$ cat src/rtl/pirq_pkg.sv
package pirq_pkg;
  // selectors at or below this value (and nonzero) are moved up
  localparam int unsigned REMAP_MAX = 2;
  localparam int unsigned REMAP_ADD = 7;
  localparam logic [7:0]  FIRE_FLAGS = 8'hC0; // bit7 request, bit6 periodic

  function automatic logic [3:0] eff_code(input logic [3:0] code);
    if (code != 4'd0 && int'(code) <= REMAP_MAX)
      return code + 4'(REMAP_ADD);
    return code;
  endfunction
endpackage

$ cat src/rtl/pirq_rate_decode.sv
module pirq_rate_decode #(
  parameter int CODE_W = 4,
  parameter int CNT_W  = 14
) (
  input  logic [CODE_W-1:0] code_i,
  output logic              active_o,
  output logic [CNT_W-1:0]  mask_o
);
  import pirq_pkg::*;

  logic [CODE_W-1:0] eff;
  assign eff      = eff_code(code_i);
  assign active_o = (code_i != '0);

  // period = 1 << (eff-1); mask has the low eff-1 bits set
  generate
    for (genvar i = 0; i < CNT_W; i++) begin : g_mask
      assign mask_o[i] = (int'(eff) > i + 1);
    end
  endgenerate
endmodule

$ cat src/rtl/pirq_tick_div.sv
module pirq_tick_div #(
  parameter int CNT_W = 14
) (
  input  logic             clk_i,
  input  logic             rst_ni,
  input  logic             tick_i,
  output logic [CNT_W-1:0] cnt_o
);
  always_ff @(posedge clk_i) begin
    if (!rst_ni)     cnt_o <= '0;
    else if (tick_i) cnt_o <= cnt_o + CNT_W'(1);
  end


  div_step_chk: assert property (@(posedge clk_i) disable iff (!rst_ni)
    tick_i |=> cnt_o == $past(cnt_o) + CNT_W'(1));

  div_hold_chk: assert property (@(posedge clk_i) disable iff (!rst_ni)
    !tick_i |=> $stable(cnt_o));
endmodule

$ cat src/rtl/pirq_fire.sv
module pirq_fire #(
  parameter int CNT_W  = 14,
  parameter int FLAG_W = 8
) (
  input  logic              clk_i,
  input  logic              rst_ni,
  input  logic              tick_i,
  input  logic              run_i,
  input  logic [CNT_W-1:0]  cnt_i,
  input  logic [CNT_W-1:0]  mask_i,
  output logic              flag_set_o,
  output logic [FLAG_W-1:0] flags_o,
  output logic              irq_raise_o
);
  import pirq_pkg::*;

  logic fire;
  assign fire = tick_i && run_i && ((cnt_i & mask_i) == mask_i);

  always_ff @(posedge clk_i) begin
    if (!rst_ni) begin
      flag_set_o  <= 1'b0;
      irq_raise_o <= 1'b0;
      flags_o     <= '0;
    end else begin
      flag_set_o  <= fire;
      irq_raise_o <= fire;
      flags_o     <= fire ? FLAG_W'(FIRE_FLAGS) : '0;
    end
  end


  fire_needs_tick_chk: assert property (@(posedge clk_i) disable iff (!rst_ni)
    flag_set_o |-> $past(tick_i));

  single_pulse_chk: assert property (@(posedge clk_i) disable iff (!rst_ni)
    flag_set_o |=> !flag_set_o);

  flags_value_chk: assert property (@(posedge clk_i) disable iff (!rst_ni)
    irq_raise_o |-> flags_o == FLAG_W'(FIRE_FLAGS));
endmodule

$ cat src/rtl/periodic_irq_gen.sv
module periodic_irq_gen #(
  parameter int CODE_W = 4,
  parameter int FLAG_W = 8
) (
  input  logic              clk_i,
  input  logic              rst_ni,
  input  logic              tick_i,
  input  logic [CODE_W-1:0] rate_code_i,
  input  logic              pie_en_i,
  output logic              flag_set_o,
  output logic [FLAG_W-1:0] flags_o,
  output logic              irq_raise_o
);
  // longest period is 1 << (2^CODE_W - 2) strobes
  localparam int CNT_W = (1 << CODE_W) - 2;

  logic             active;
  logic [CNT_W-1:0] mask;
  logic [CNT_W-1:0] cnt;

  pirq_rate_decode #(.CODE_W(CODE_W), .CNT_W(CNT_W)) u_dec (
    .code_i(rate_code_i), .active_o(active), .mask_o(mask));

  pirq_tick_div #(.CNT_W(CNT_W)) u_div (
    .clk_i(clk_i), .rst_ni(rst_ni), .tick_i(tick_i), .cnt_o(cnt));

  pirq_fire #(.CNT_W(CNT_W), .FLAG_W(FLAG_W)) u_fire (
    .clk_i(clk_i), .rst_ni(rst_ni), .tick_i(tick_i),
    .run_i(active && pie_en_i), .cnt_i(cnt), .mask_i(mask),
    .flag_set_o(flag_set_o), .flags_o(flags_o), .irq_raise_o(irq_raise_o));


  gated_fire_chk: assert property (@(posedge clk_i) disable iff (!rst_ni)
    flag_set_o |-> ($past(pie_en_i) && $past(rate_code_i) != '0));
endmodule

$ cat config.mk
export PLATFORM = sky130hd
export DESIGN_NAME = periodic_irq_gen
export DESIGN_NICKNAME = d
export VERILOG_FILES = /design/src/rtl/pirq_pkg.sv /design/src/rtl/pirq_rate_decode.sv /design/src/rtl/pirq_tick_div.sv /design/src/rtl/pirq_fire.sv /design/src/rtl/periodic_irq_gen.sv
export SDC_FILE = /design/constraint.sdc
export NUM_CORES = 1
export LEC_CHECK = 0
export BUFFER_PORTS_ARGS = -buffer_cell sky130_fd_sc_hd__buf_4
export CAP_MARGIN = 5
export CORE_MARGIN = 5
export CORE_UTILIZATION = 55
export DETAILED_ROUTE_END_ITERATION = 12
export HOLD_SLACK_MARGIN = 0.06
export PLACE_DENSITY = 0.85
export REMOVE_ABC_BUFFERS = 1
export SYNTH_ARGS = -nofsm -noshare
export SYNTH_HDL_FRONTEND = slang
export SYNTH_SLANG_ARGS = --single-unit
$ cat constraint.sdc
create_clock -name clk_i -period 5.6 [get_ports clk_i]
set_input_delay 0.28 -clock clk_i [delete_from_list [all_inputs] [get_ports clk_i]]
set_output_delay 0.28 -clock clk_i [all_outputs]
set_load 0.02 [all_outputs]
# ---- After elaboration in Yosys (flattened, before gate mapping)
# Index checks and enable logic that the tools add are counted.
dict set report totals {
  reg_bits 23
  in_bits 8
  out_inout_bits 10
  wordCells 31
}
dict set report op_classes {
  addsub 2
  n_lt_le_gt_ge 15
  n_eq_ne 1
  mux 4
  n_bitwise 1
  reduce_logical 5
}
# operator count
set op_table {}
lappend op_table {{$gt 4x4->1 const B} 7}
lappend op_table {{$gt 4x3->1 const B} 4}
lappend op_table {{$add 14x1->14 const B} 1}
lappend op_table {{$and 14x14->14} 1}
lappend op_table {{$eq 14x14->1} 1}
lappend op_table {{$gt 4x2->1 const B} 2}
lappend op_table {{$mux 4} 2}
lappend op_table {{$mux 8} 1}
lappend op_table {{$add 4x3->4 const B} 1}
lappend op_table {{$gt 4x1->1 const B} 1}
lappend op_table {{$le 4x2->1 const B} 1}
lappend op_table {{$logic_and 1x1->1} 4}
lappend op_table {{$reduce_bool 4->1} 1}
lappend op_table {{$mux 1} 1}

# ---- Logic depth before layout (Yosys ltp)
# Gate-level depths: netlist of the first run.
dict set report logic_depth {
  depth_word 9
  mapped_depth 8
  depth_no_buf 8
}

# ---- Modules after synthesis
# Synthesis of the first run repeated with hierarchy kept, for this count alone.
dict set report unflattened {
  cells_unflattened 145
  hier_area_um2 1153.6
}
# module n_inst cells_each area_per_inst_um2
set modules_own_cells {}
lappend modules_own_cells {pirq_tick_div 1 73 653.1}
lappend modules_own_cells {pirq_rate_decode 1 40 274.0}
lappend modules_own_cells {pirq_fire 1 31 220.2}
lappend modules_own_cells {periodic_irq_gen 1 1 6.3}

# ---- Worst setup path after synthesis of the first run
# OpenSTA, ideal clock, no wires.
dict set report synth_timing {
  path_kind {input -> register}
  startpoint {in rate_code_i[0]}
  endpoint {reg u_fire.flags_o[6]}
  setup_time_ps 103
  arrival_time_ps 2031
  t_required_ps 5497
  path_slack_ps 3465
  cell_stages 8
  n_path_buf 0
  cell_sequence {inv_1 -> ha_1 -> mux2i_1 -> o31a_2 -> a21oi_1 -> or4_1 -> a211o_1 -> a2111oi_2}
}
dict set report synth_between {
  elab_chain_cells 9
  word_cells_on_any_way 27
}
# item line
set synth_rtl {}
lappend synth_rtl {{start, declared} periodic_irq_gen.sv:8} ;# input logic [CODE_W-1:0] rate_code_i,
lappend synth_rtl {{$le 4x2->1 / $reduce_bool 4->1 (equally long branches)} {pirq_pkg.sv:8, pirq_rate_decode.sv:13}}
lappend synth_rtl {{$logic_and 1x1->1} pirq_pkg.sv:8} ;# if (code != 4'd0 && int'(code) <= REMAP_MAX)
lappend synth_rtl {{$mux 1} pirq_pkg.sv:8}
lappend synth_rtl {{$mux 4} pirq_pkg.sv:10} ;# return code;
lappend synth_rtl {{$gt 4x1->1, or another cell as far along} pirq_rate_decode.sv:18} ;# assign mask_o[i] = (int'(eff) > i + 1);
lappend synth_rtl {{$and 14x14->14} pirq_fire.sv:18} ;# assign fire = tick_i && run_i && ((cnt_i & mask_i) == mask_i);
lappend synth_rtl {{$eq 14x14->1} pirq_fire.sv:18}
lappend synth_rtl {{$logic_and 1x1->1 *} pirq_fire.sv:18}
lappend synth_rtl {{$mux 8 *} pirq_fire.sv:28} ;# flags_o <= fire ? FLAG_W'(FIRE_FLAGS) : '0;
lappend synth_rtl {{end signal, assigned} pirq_fire.sv:28}
lappend synth_rtl {{end, declared} pirq_fire.sv:12} ;# output logic [FLAG_W-1:0] flags_o,
# Every way passes the cells marked *; elsewhere a longest branch is shown, timed or not. The select of a mux whose other input is x is not followed.
# A chain may end at the register's enable or synchronous reset.

# ---- Worst setup path in the final report of the first run
# Ends and elaborated chain as after synthesis.

==> results of run 1 <==
metal layers:
| layer | track usage (%) | routed length [microns] |
|---|---|---|
| met1 | 20.0 | 859 |
| met2 | 28.5 | 872 |
| met3 | 2.56 | 160 |
| met4 | 5.96 | 31 |
| met5 | 0 | 0 |
synth_stat cells (all sizes together), types with 3 or more instances:
cell type and n:
a21oi 4, o21ai 3, ha 3, nor2 10, nand3 7, nand2 9
dfxtp 15, and2 12, xnor2 11, nand4 4, inv 4, buf 10
critical path: cells and delay by family:
family	cells	cell delay [ns]
multiplexers	1	0.24
AND/OR/NAND/NOR	1	0.54
adder cells (fa/ha/maj)	1	0.23
buffers and inverters	2	0.18
AO/OA/AOI/OAI	4	0.90
cell usage in the layout, fill, tap and decap left out, drive strengths merged, types with 4 or more instances in the layout:
cell type,instances
nand2,9
nand4,4
a21oi,4
and2,12
xnor2,11
conb,6
dfxtp,15
buf,11
nor2,10
inv,4
nand3,7
cell families after synthesis:
logic type | after synthesis | share of synthesized area (%)
adder cells (fa/ha/maj) | 3 | 3.73
AO/OA/AOI/OAI | 20 | 14.8
multiplexers | 2 | 1.99
buffers and inverters | 15 | 9.33
other | 1 | 0.373
AND/OR/NAND/NOR | 53 | 28.6
flip-flops | 15 | 29.9
XOR/XNOR | 13 | 11.3
power by group:
| group | switching, mW | total [mW] | internal [mW] |
|---|---|---|---|
| logic | 0.0197 | 0.0331 | 0.0134 |
| registers | 0.00233 | 0.110 | 0.108 |
| clock network | 0.0348 | 0.0614 | 0.0265 |
state kept, by name, indices dropped and copies added, names as in the netlist:
register and count:
u_div.cnt_o 14, u_fire.flags_o 1
final timing paths:
check                 start                end  slack [ns]  depth (start not counted)
min                  rst_ni     u_div.cnt_o[8]        0.29                          2
max          rate_code_i[0]  u_fire.flags_o[6]        3.41                          9
min reg2reg  u_div.cnt_o[7]     u_div.cnt_o[7]        0.53                          2
max reg2reg  u_div.cnt_o[4]  u_fire.flags_o[6]        3.88                          4
layout make-up:
type / count / share of cell area (%)
Clock buffer: 3 / 2.07
Multi-Input combinational cell: 97 / 58.0
Inverter: 4 / 1.38
Clock inverter: 1 / 0.460
Tap cell: 25 / 2.88
Timing Repair Buffer: 11 / 7.59
Sequential cell: 15 / 27.6
==> impl_metrics.csv, run 1 <==
group,metric,value,unit
logic_synthesis,syn_inst,122,
final_layout,layout.nets,143,
placed_design,hpwl,1520,microns
worst_setup_path,critPathMaxFanout,6,
clock_network,cts_hold_buf,0,
clock_network,clock_path_buffers,2,
clock_network,cts_root_buf,"clkbuf_4",
drt,wire_per_inst,12.3,microns
sta,fin_crit_sh,39.1,%
sta,finalSetupTns,0,ns
sta,rsz0062_at_grt,"no",
drt,viasPerCell,5.53,
worst_setup_path,worstPathArrival,2.38,ns
final_layout,fin_cells,156,
logic_synthesis,synth_area_leaders,"dfxtp_1 30%, xnor2_1 9.6%, and2_1 7.5%, buf_4 7.5%, ha_1 3.7%",
worst_setup_path,start_kind,"input port",
global_routing,antenna_found_initial,0,
floorplan,dieHeight,52.8,microns
placed_design,portBuffers,11,
clock_network,worst_skew_pair.late_latency,0.28,ns
worst_setup_path,path_class,"input port to flip-flop",
worst_setup_path,cp_slowest_stage_delay,0.54,ns
logic_synthesis,yosys_warnings,0,
final_layout,multi_input_area,631,sq um
power,power.density,188,nW/um^2
placed_design,placedCellCount,152,
final_layout,antennaDiodeCount,0,
logic_synthesis,syn_avg_cell_area,8.25,sq um
power,ir_drop,0.000142,V
global_routing,grt_pass1_wl,3470,microns
outcome,status,"complete, no violations",
worst_setup_path,cp.required,5.78,ns
logic_synthesis,synth_cell_type_count,34,
logic_synthesis,synth_edf_count,0,
final_layout,area_delta_synth_final,8.08,%
sta,fmax,456,MHz
clock_network,cts_buffers,3,
drt,drcViolationCount,0,
placed_design,routabilityCongestion,1.02,
clock_network,cts_resized,0,
final_layout,finalInstanceArea,1090,sq um
sta,finalWorstSetupSlack,3.41,ns
final_layout,regArea,300,sq um
drt,first_pass_iters,4,
drt,wl,1930,microns
floorplan,die_w,52.8,microns
clock_network,cts_tree,"done",
logic_synthesis,synth-seq-cells,15,
worst_setup_path,crit_chain,"buf_4 -> inv_1 -> ha_1 -> mux2i_1 -> o31a_2 -> a21oi_1 -> or4_1 -> a211o_1 -> a2111oi_2",
drt,drt_iter0_markers,18,
sta,slew_violations,0,
clock_network,post-cts-setup-buffers,0,
worst_setup_path,cp-end-kind,"flip-flop",
sta,skew,0.00514,ns
logic_synthesis,synth-seq-area-share,29.9,%
drt,vias,863,
floorplan,rows,15,
final_layout,fill_cells,160,
final_layout,drive_above_1_share,14.5,%
final_layout,post-route-util,63.0,%
global_routing,grt_pass1_vias,820,
drt,antenna_left,0,
logic_synthesis,synth_top_area_cell,"dfxtp_1",
logic_synthesis,netlist_area,1010,sq um
global_routing,grt_overflow_total,0,
clock_network,clock_sinks,15,
power,leakage,0.430,nW
sta,finalCriticalPeriod,2.19,ns
logic_synthesis,synth.top_cell.area_share,29.9,%
floorplan,fp.dieArea,2780,sq um
clock_network,cts_max_level,1,
clock_network,clk_pin_slew,0.09,ns
sta,hold_viol,0,
logic_synthesis,synth_ff_type,"dfxtp_1",
floorplan,coreArea,1730,sq um
power,power.total,205,uW
global_routing,gr-usage-all-layers,16.4,%
worst_setup_path,cpMaxStageDelayCell,"or4_1",
logic_synthesis,ys_async_sr_fraction,0,%
placed_design,dp_slack,3.13,ns
worst_hold_path,hp-class,"input port to flip-flop",
sta,whs,0.288,ns
floorplan,io_pins,18,
job,cap_viol_max_count,0,
global_routing,grt_max_degree,16,
placed_design,post_dp_cell_area,1060,sq um
sta,finalSetupViolations,0,
floorplan,initial_core_util,58.3,%
(Power assumes the default switching activity.)
==> inputs of run 2 (changes only) <==
--- a/config.mk
+++ b/config.mk
@@ -8,10 +8,10 @@
 export BUFFER_PORTS_ARGS = -buffer_cell sky130_fd_sc_hd__buf_4
 export CAP_MARGIN = 5
 export CORE_MARGIN = 5
-export CORE_UTILIZATION = 55
+export CORE_UTILIZATION = 54
 export DETAILED_ROUTE_END_ITERATION = 12
 export HOLD_SLACK_MARGIN = 0.06
-export PLACE_DENSITY = 0.85
+export PLACE_DENSITY = 0.84
 export REMOVE_ABC_BUFFERS = 1
 export SYNTH_ARGS = -nofsm -noshare
 export SYNTH_HDL_FRONTEND = slang
==> constraint.sdc (replaced) <==
create_clock -name clk_i -period 2.03 [get_ports clk_i]
set_input_delay 0.1015 -clock clk_i [delete_from_list [all_inputs] [get_ports clk_i]]
set_output_delay 0.1015 -clock clk_i [all_outputs]
set_load 0.02 [all_outputs]
==> run 2 against run 1 <==
Final cell count increased by 5.1%. Clock power grew to 2.8 times the previous value. Worst setup slack worse by 3.2 ns.
==> impl_metrics.csv, run 2 (synthesis gave the netlist of run 1 again) <==
group,metric,value,unit
clock_network,post-cts-setup-buffers,0,
worst_setup_path,reg2reg_depth,4,
placed_design,routabilityCongestion,0.878,
placed_design,portBuffers,11,
worst_setup_path,worstPathArrival,2.03,ns
global_routing,grt_pass1_vias,831,
worst_setup_path,r2r_slack,0.34,ns
floorplan,rows,15,
final_layout,final_common_cell,"buf_4",
final_layout,regArea,300,sq um
floorplan,fp.dieArea,2830,sq um
sta,finalSetupViolations,0,
clock_network,clock_path_buffers,2,
sta,slew_violations,0,
global_routing,use_met1,21.6,%
clock_network,cts_root_buf,"clkbuf_4",
floorplan,initial_core_util,57.6,%
outcome,status,"complete, no violations",
drt,drcViolationCount,0,
power,power.density,510,nW/um^2
worst_setup_path,worst_r2r_endpoint,"u_fire.flags_o[6]",
global_routing,top_usage_layer,"met2",
final_layout,antennaDiodeCount,0,
clock_network,cts_resized,0,
global_routing,grtUsageMet2,27.5,%
final_layout,fill_cells,165,
power,pwr-share-seq,52.1,%
power,power.switching,165,uW
final_layout,top_register,"u_div.cnt_o",
power,power.total,585,uW
sta,skew,0.00486,ns
drt,wire_per_inst,12.4,microns
global_routing,grt_overflow_total,0,
final_layout,multi_input_area,631,sq um
global_routing,antenna_found_initial,0,
worst_setup_path,r2r_start,"u_div.cnt_o[3]",
global_routing,grt_max_degree,16,
drt,vias,883,
worst_setup_path,start_kind,"input port",
worst_setup_path,cp.required,2.22,ns
final_layout,layout.nets,151,
worst_hold_path,hp-class,"input port to flip-flop",
worst_setup_path,cp-end-kind,"flip-flop",
drt,viasPerCell,5.38,
final_layout,drive_above_1_share,19.4,%
sta,rsz0062_at_grt,"no",
power,ir_drop,0.000327,V
worst_hold_path,holdPathEnd,"u_div.cnt_o[10]",
clock_network,clock_sinks,15,
sta,finalSetupTns,0,ns
floorplan,die_w,53.2,microns
floorplan,dieHeight,53.2,microns
sta,finalCriticalPeriod,1.84,ns
power,pwr-share-comb,18.1,%
worst_hold_path,whs_path_depth,2,
worst_hold_path,min_from,"rst_ni",
drt,antenna_left,0,
floorplan,io_pins,18,
sta,fin_crit_sh,90.7,%
clock_network,cts_max_level,1,
final_layout,largestRegisters,"u_div.cnt_o (14), u_fire.flags_o (1)",
clock_network,cts_buffers,3,
sta,fmax,543,MHz
clock_network,worst_skew_pair.late_latency,0.29,ns
final_layout,largest_register_ffs,14,
final_layout,layout_common_cells,"19 x buf_4, 15 x dfxtp_1, 12 x and2_1, 11 x xnor2_1, 10 x nor2_1",
clock_network,cts_hold_buf,0,
drt,wl,2040,microns
global_routing,grt_pass1_wl,3520,microns
global_routing,gr-usage-all-layers,16.9,%
placed_design,hpwl,1570,microns
power,switching_share,28.3,%
drt,first_pass_iters,4,
power,internal-power,419,uW
drt,drt_iter0_markers,21,
clock_network,clk_pin_slew,0.10,ns
job,cap_viol_max_count,0,
floorplan,coreArea,1750,sq um
sta,hold_viol,0,
final_layout,area_delta_synth_final,14.1,%
power,leakage,0.470,nW
power,p_clk_share,29.8,%
clock_network,cts_tree,"done",
global_routing,grtUsageMet3,3.38,%
worst_setup_path,critPathMaxFanout,3,
worst_setup_path,path_class,"input port to flip-flop",
run 2: routing by layer:
| layer | vias to the layer above | wire [microns] | part of all wire [%] |
|---|---|---|---|
| li1 | 448 | - | - |
| met1 | 414 | 923 | 45 |
| met2 | 17 | 987 | 48 |
| met3 | 4 | 99 | 4.9 |
| met4 | 0 | 29 | 1.4 |
| met5 | - | 0 | 0 |
run 2: worst max path at each step:
| stage | from | endpoint |
|---|---|---|
| final | rate_code_i[0] | u_fire.flags_o[6] |
| after detailed placement | rate_code_i[0] | u_fire.flags_o[6] |
| after floorplan | rate_code_i[0] | u_fire.flags_o[6] |
| after CTS | rate_code_i[0] | u_fire.flags_o[6] |
| after global placement | rate_code_i[0] | u_fire.flags_o[6] |
| after global routing | rate_code_i[0] | u_fire.flags_o[6] |
run 2: area by class of cell:
type / instances / share of cell area, %
multi-input cells: 97 / 55.0
inverters: 4 / 1.31
clock buffers: 3 / 1.96
well taps: 25 / 2.73
repair buffers: 19 / 12.4
clock inverters: 1 / 0.436
flip-flops and latches: 15 / 26.2
run 2: power groups by stage:
stage | sequential, mW | combinational (mW) | clock [mW]
floorplan | 0.310 | 0.0592 | 0
global placement | 0.311 | 0.101 | 0
detailed placement | 0.312 | 0.105 | 0
CTS | 0.305 | 0.106 | 0.178
global route | 0.306 | 0.118 | 0.197
finish | 0.305 | 0.106 | 0.174
run 2: through the flow:
stage,utilization [%],hold slack (ns),cell area (sq um),setup slack (ns),cells
6_report,65.7,0.116,1150,0.188,164
3_3_place_gp,64.2,0.415,1120,-0.0222,160
4_1_cts,65.7,0.122,1150,0.189,164
2_1_floorplan,-,0.223,946,0.0738,116
5_1_grt,65.7,0.133,1150,0.0409,164
3_5_place_dp,64.2,0.425,1120,-0.115,160
run 2: critical path, stage by stage:
cell	delay, ns
buf_4	0.08
inv_1	0.06
ha_1	0.23
and2b_2	0.23
a221o_1	0.14
a21oi_1	0.06
or4_1	0.50
a211o_1	0.29
a2111oi_2	0.34
==> inputs of run 3 (changes only) <==
--- a/config.mk
+++ b/config.mk
@@ -8,11 +8,13 @@
 export BUFFER_PORTS_ARGS = -buffer_cell sky130_fd_sc_hd__buf_4
 export CAP_MARGIN = 5
 export CORE_MARGIN = 5
-export CORE_UTILIZATION = 54
+export CORE_UTILIZATION = 50
+export CTS_BUF_LIST = sky130_fd_sc_hd__clkbuf_16
 export DETAILED_ROUTE_END_ITERATION = 12
 export HOLD_SLACK_MARGIN = 0.06
-export PLACE_DENSITY = 0.84
+export PLACE_DENSITY = 0.8
 export REMOVE_ABC_BUFFERS = 1
 export SYNTH_ARGS = -nofsm -noshare
 export SYNTH_HDL_FRONTEND = slang
+export SYNTH_HIERARCHICAL = 1
 export SYNTH_SLANG_ARGS = --single-unit
==> constraint.sdc (replaced) <==
create_clock -name clk_i -period 1.6 [get_ports clk_i]
set_input_delay 0.08 -clock clk_i [delete_from_list [all_inputs] [get_ports clk_i]]
set_output_delay 0.08 -clock clk_i [all_outputs]
set_load 0.02 [all_outputs]
==> run 3 against run 2 <==
The run now ends with setup timing left. Area after synthesis increased by 15%. Global-route usage increased by 4.2 points. Register-to-register slack got worse by 0.21 ns. Sequential share of layout area decreased by 7.0 points. Clock power increased to 2.7 times the previous value. Non-clock buffer count increased by 16. First-iteration DRC count increased by 120%. Cell area increased by 36%. Critical endpoint is now u_fire/flags_o[6].
==> impl_metrics.csv, run 3 <==
group,metric,value,unit
drt,antenna_left,0,
power,leakage,0.635,nW
sta,hold_viol,0,
drt,drcViolationCount,0,
final_layout,final_common_cell,"buf_4",
drt,wl,3400,microns
final_layout,top_register,"u_div/cnt_o",
worst_setup_path,crit_chain,"buf_8 -> inv_4 -> ha_4 -> or4b_4 -> a21oi_4 -> buf_6 -> and2_4 -> o21ai_1 -> nand2b_1 -> o2111ai_2 -> nor4_2",
sta,fin_crit_sh,114,%
global_routing,grt_overflow_total,0,
placed_design,routabilityCongestion,0.856,
sta,skew,0.00147,ns
worst_setup_path,start_kind,"input port",
worst_setup_path,cpMaxStageDelayCell,"or4b_4",
power,power.total,1.11,mW
power,switching_share,25.5,%
sta,slew_violations,0,
sta,finalSetupTns,-0.231,ns
clock_network,cts_buffers,3,
final_layout,largest_register_ffs,14,
final_layout,fill_cells,164,
placed_design,placedCellCount,196,
final_layout,fin_cells,205,
worst_setup_path,critPathMaxFanout,5,
placed_design,hpwl,2150,microns
floorplan,dieHeight,58.0,microns
logic_synthesis,yosysMostFrequentCell,"dfxtp_1",
worst_setup_path,worstPathArrival,1.97,ns
sta,finalSetupViolations,1,
clock_network,cts_hold_buf,0,
drt,wire_per_inst,16.6,microns
clock_network,cts_tree,"done",
logic_synthesis,synth-seq-cells,15,
sta,fmax,546,MHz
sta,whs,0.162,ns
final_layout,drive_above_1_share,31.1,%
outcome,failed_checks,"setup timing",
sta,finalWorstSetupSlack,-0.231,ns
job,cap_viol_max_count,0,
final_layout,post-route-util,70.8,%
clock_network,cts_max_level,1,
floorplan,rows,17,
logic_synthesis,synthTopCellsByCount,"15 x dfxtp_1, 13 x nand2b_1, 12 x inv_1",
floorplan,io_pins,18,
power,power.switching,284,uW
final_layout,largestRegisters,"u_div/cnt_o (14), u_fire/flags_o (1)",
outcome,status,"complete, but fails checks",
clock_network,clk_pin_slew,0.05,ns
floorplan,initial_core_util,52.1,%
drt,viasPerCell,5.80,
drt,first_pass_iters,4,
logic_synthesis,synth_cell_type_count,40,
logic_synthesis,syn_inst,145,
power,pwr-share-seq,34.4,%
final_layout,area_delta_synth_final,35.7,%
worst_setup_path,cp_slowest_stage_delay,0.50,ns
clock_network,worst_skew_pair.late_latency,0.24,ns
sta,rsz0062_at_grt,"yes",
drt,drt_iter0_markers,46,
final_layout,multi_input_area,811,sq um
worst_setup_path,cp.required,1.74,ns
final_layout,finalInstanceArea,1570,sq um
logic_synthesis,synth_edf_count,0,
clock_network,clock_path_buffers,2,
placed_design,portBuffers,11,
floorplan,fp.dieArea,3370,sq um
final_layout,antennaDiodeCount,0,
power,internal-power,831,uW
clock_network,cts_root_buf,"clkbuf_16",
power,p_clk_share,42.5,%
worst_setup_path,r2r_slack,0.13,ns
floorplan,coreArea,2210,sq um
worst_setup_path,cp-end-kind,"flip-flop",
logic_synthesis,netlist_area,1150,sq um
global_routing,grt_pass1_vias,1228,
global_routing,antenna_found_initial,0,
logic_synthesis,synth_area_leaders,"dfxtp_1 26%, nand2b_1 7.0%, buf_4 6.5%, ha_1 4.3%, a21oi_1 3.9%",
logic_synthesis,syn_avg_cell_area,7.96,sq um
global_routing,grt_pass1_wl,5490,microns
logic_synthesis,synth.top_cell.area_share,26.0,%
placed_design,dp_slack,-0.491,ns
final_layout,layout.nets,190,
global_routing,gr-usage-all-layers,21.0,%
logic_synthesis,synth_ff_type,"dfxtp_1",
power,pwr-share-comb,23.1,%
worst_setup_path,path_class,"input port to flip-flop",
logic_synthesis,yosys_warnings,6,
drt,vias,1190,
final_layout,regArea,300,sq um
global_routing,grt_max_degree,14,
worst_hold_path,hp-class,"input port to flip-flop",
power,ir_drop,0.000647,V
floorplan,die_w,58.0,microns
power,power.density,712,nW/um^2
clock_network,clock_sinks,15,
logic_synthesis,synth_top_area_cell,"dfxtp_1",
placed_design,post_dp_cell_area,1340,sq um
final_layout,layout_common_cells,"31 x buf_4, 15 x dfxtp_1, 13 x nand2b_1, 11 x inv_1",
sta,finalCriticalPeriod,1.83,ns
logic_synthesis,synth-seq-area-share,26.0,%
logic_synthesis,ys_async_sr_fraction,0,%
[run 3: logic make-up (layout without fill, tap and decap cells)]
group,Yosys count,after routing,share of synthesized area [%]
buffers and inverters,24,51,11.7
adders and majority gates,4,4,4.34
AOI/OAI and AO/OA,28,28,17.2
muxes,5,5,4.45
DFF,15,15,26.0
and+or+nand+nor,63,63,32.1
other,1,6,0.325
xor gates and xnor gates,5,5,3.80
[run 3: final cells by class]
| type | count | share of cell area [%] |
|---|---|---|
| inverters | 12 | 3.52 |
| flip-flops and latches | 15 | 19.2 |
| repair buffers | 35 | 18.2 |
| clock buffers | 3 | 4.80 |
| multi-input cells | 111 | 51.8 |
| well taps | 28 | 2.24 |
| clock inverters | 1 | 0.240 |
[run 3: what timing repair did]
action / CTS / global route
pin swaps: 8 / 7
setup buffers: 3 / 2
cloned: 0 / 0
gates resized for setup: 15 / 10
endpoints found under the setup margin: 1 / 1
[run 3: critical path, delay by kind of cell]
| family | cells | cell delay (ns) |
|---|---|---|
| buf+inv | 3 | 0.25 |
| fa+ha+maj | 1 | 0.16 |
| compound gates | 3 | 0.40 |
| simple gates | 4 | 1.06 |
[run 3: power by group through the flow]
stage	logic (mW)	registers, mW	clock network (mW)
floorplan	0.105	0.394	0
global placement	0.186	0.390	0
detailed placement	0.195	0.391	0
CTS	0.221	0.384	0.483
global route	0.275	0.384	0.512
finish	0.257	0.384	0.474
[run 3: path summary, 6_finish.rpt]
path	startpoint	end	cells past startpoint
worst max-delay path	rate_code_i[1]	u_fire/flags_o[6]	11
worst min-delay path	rst_ni	u_div/cnt_o[13]	3
worst max register to register	u_div/cnt_o[5]	u_div/cnt_o[10]	3
worst min register to register	u_div/cnt_o[13]	u_div/cnt_o[13]	2
[run 3: per-layer routing]
| layer | global-route usage (%) | vias to the layer above | wire (microns) |
|---|---|---|---|
| met5 | 0 | - | 0 |
| li1 | - | 564 | - |
| met2 | 36.1 | 71 | 1700 |
| met3 | 5.79 | 14 | 243 |
| met4 | 11.6 | 0 | 132 |
| met1 | 23.3 | 541 | 1320 |
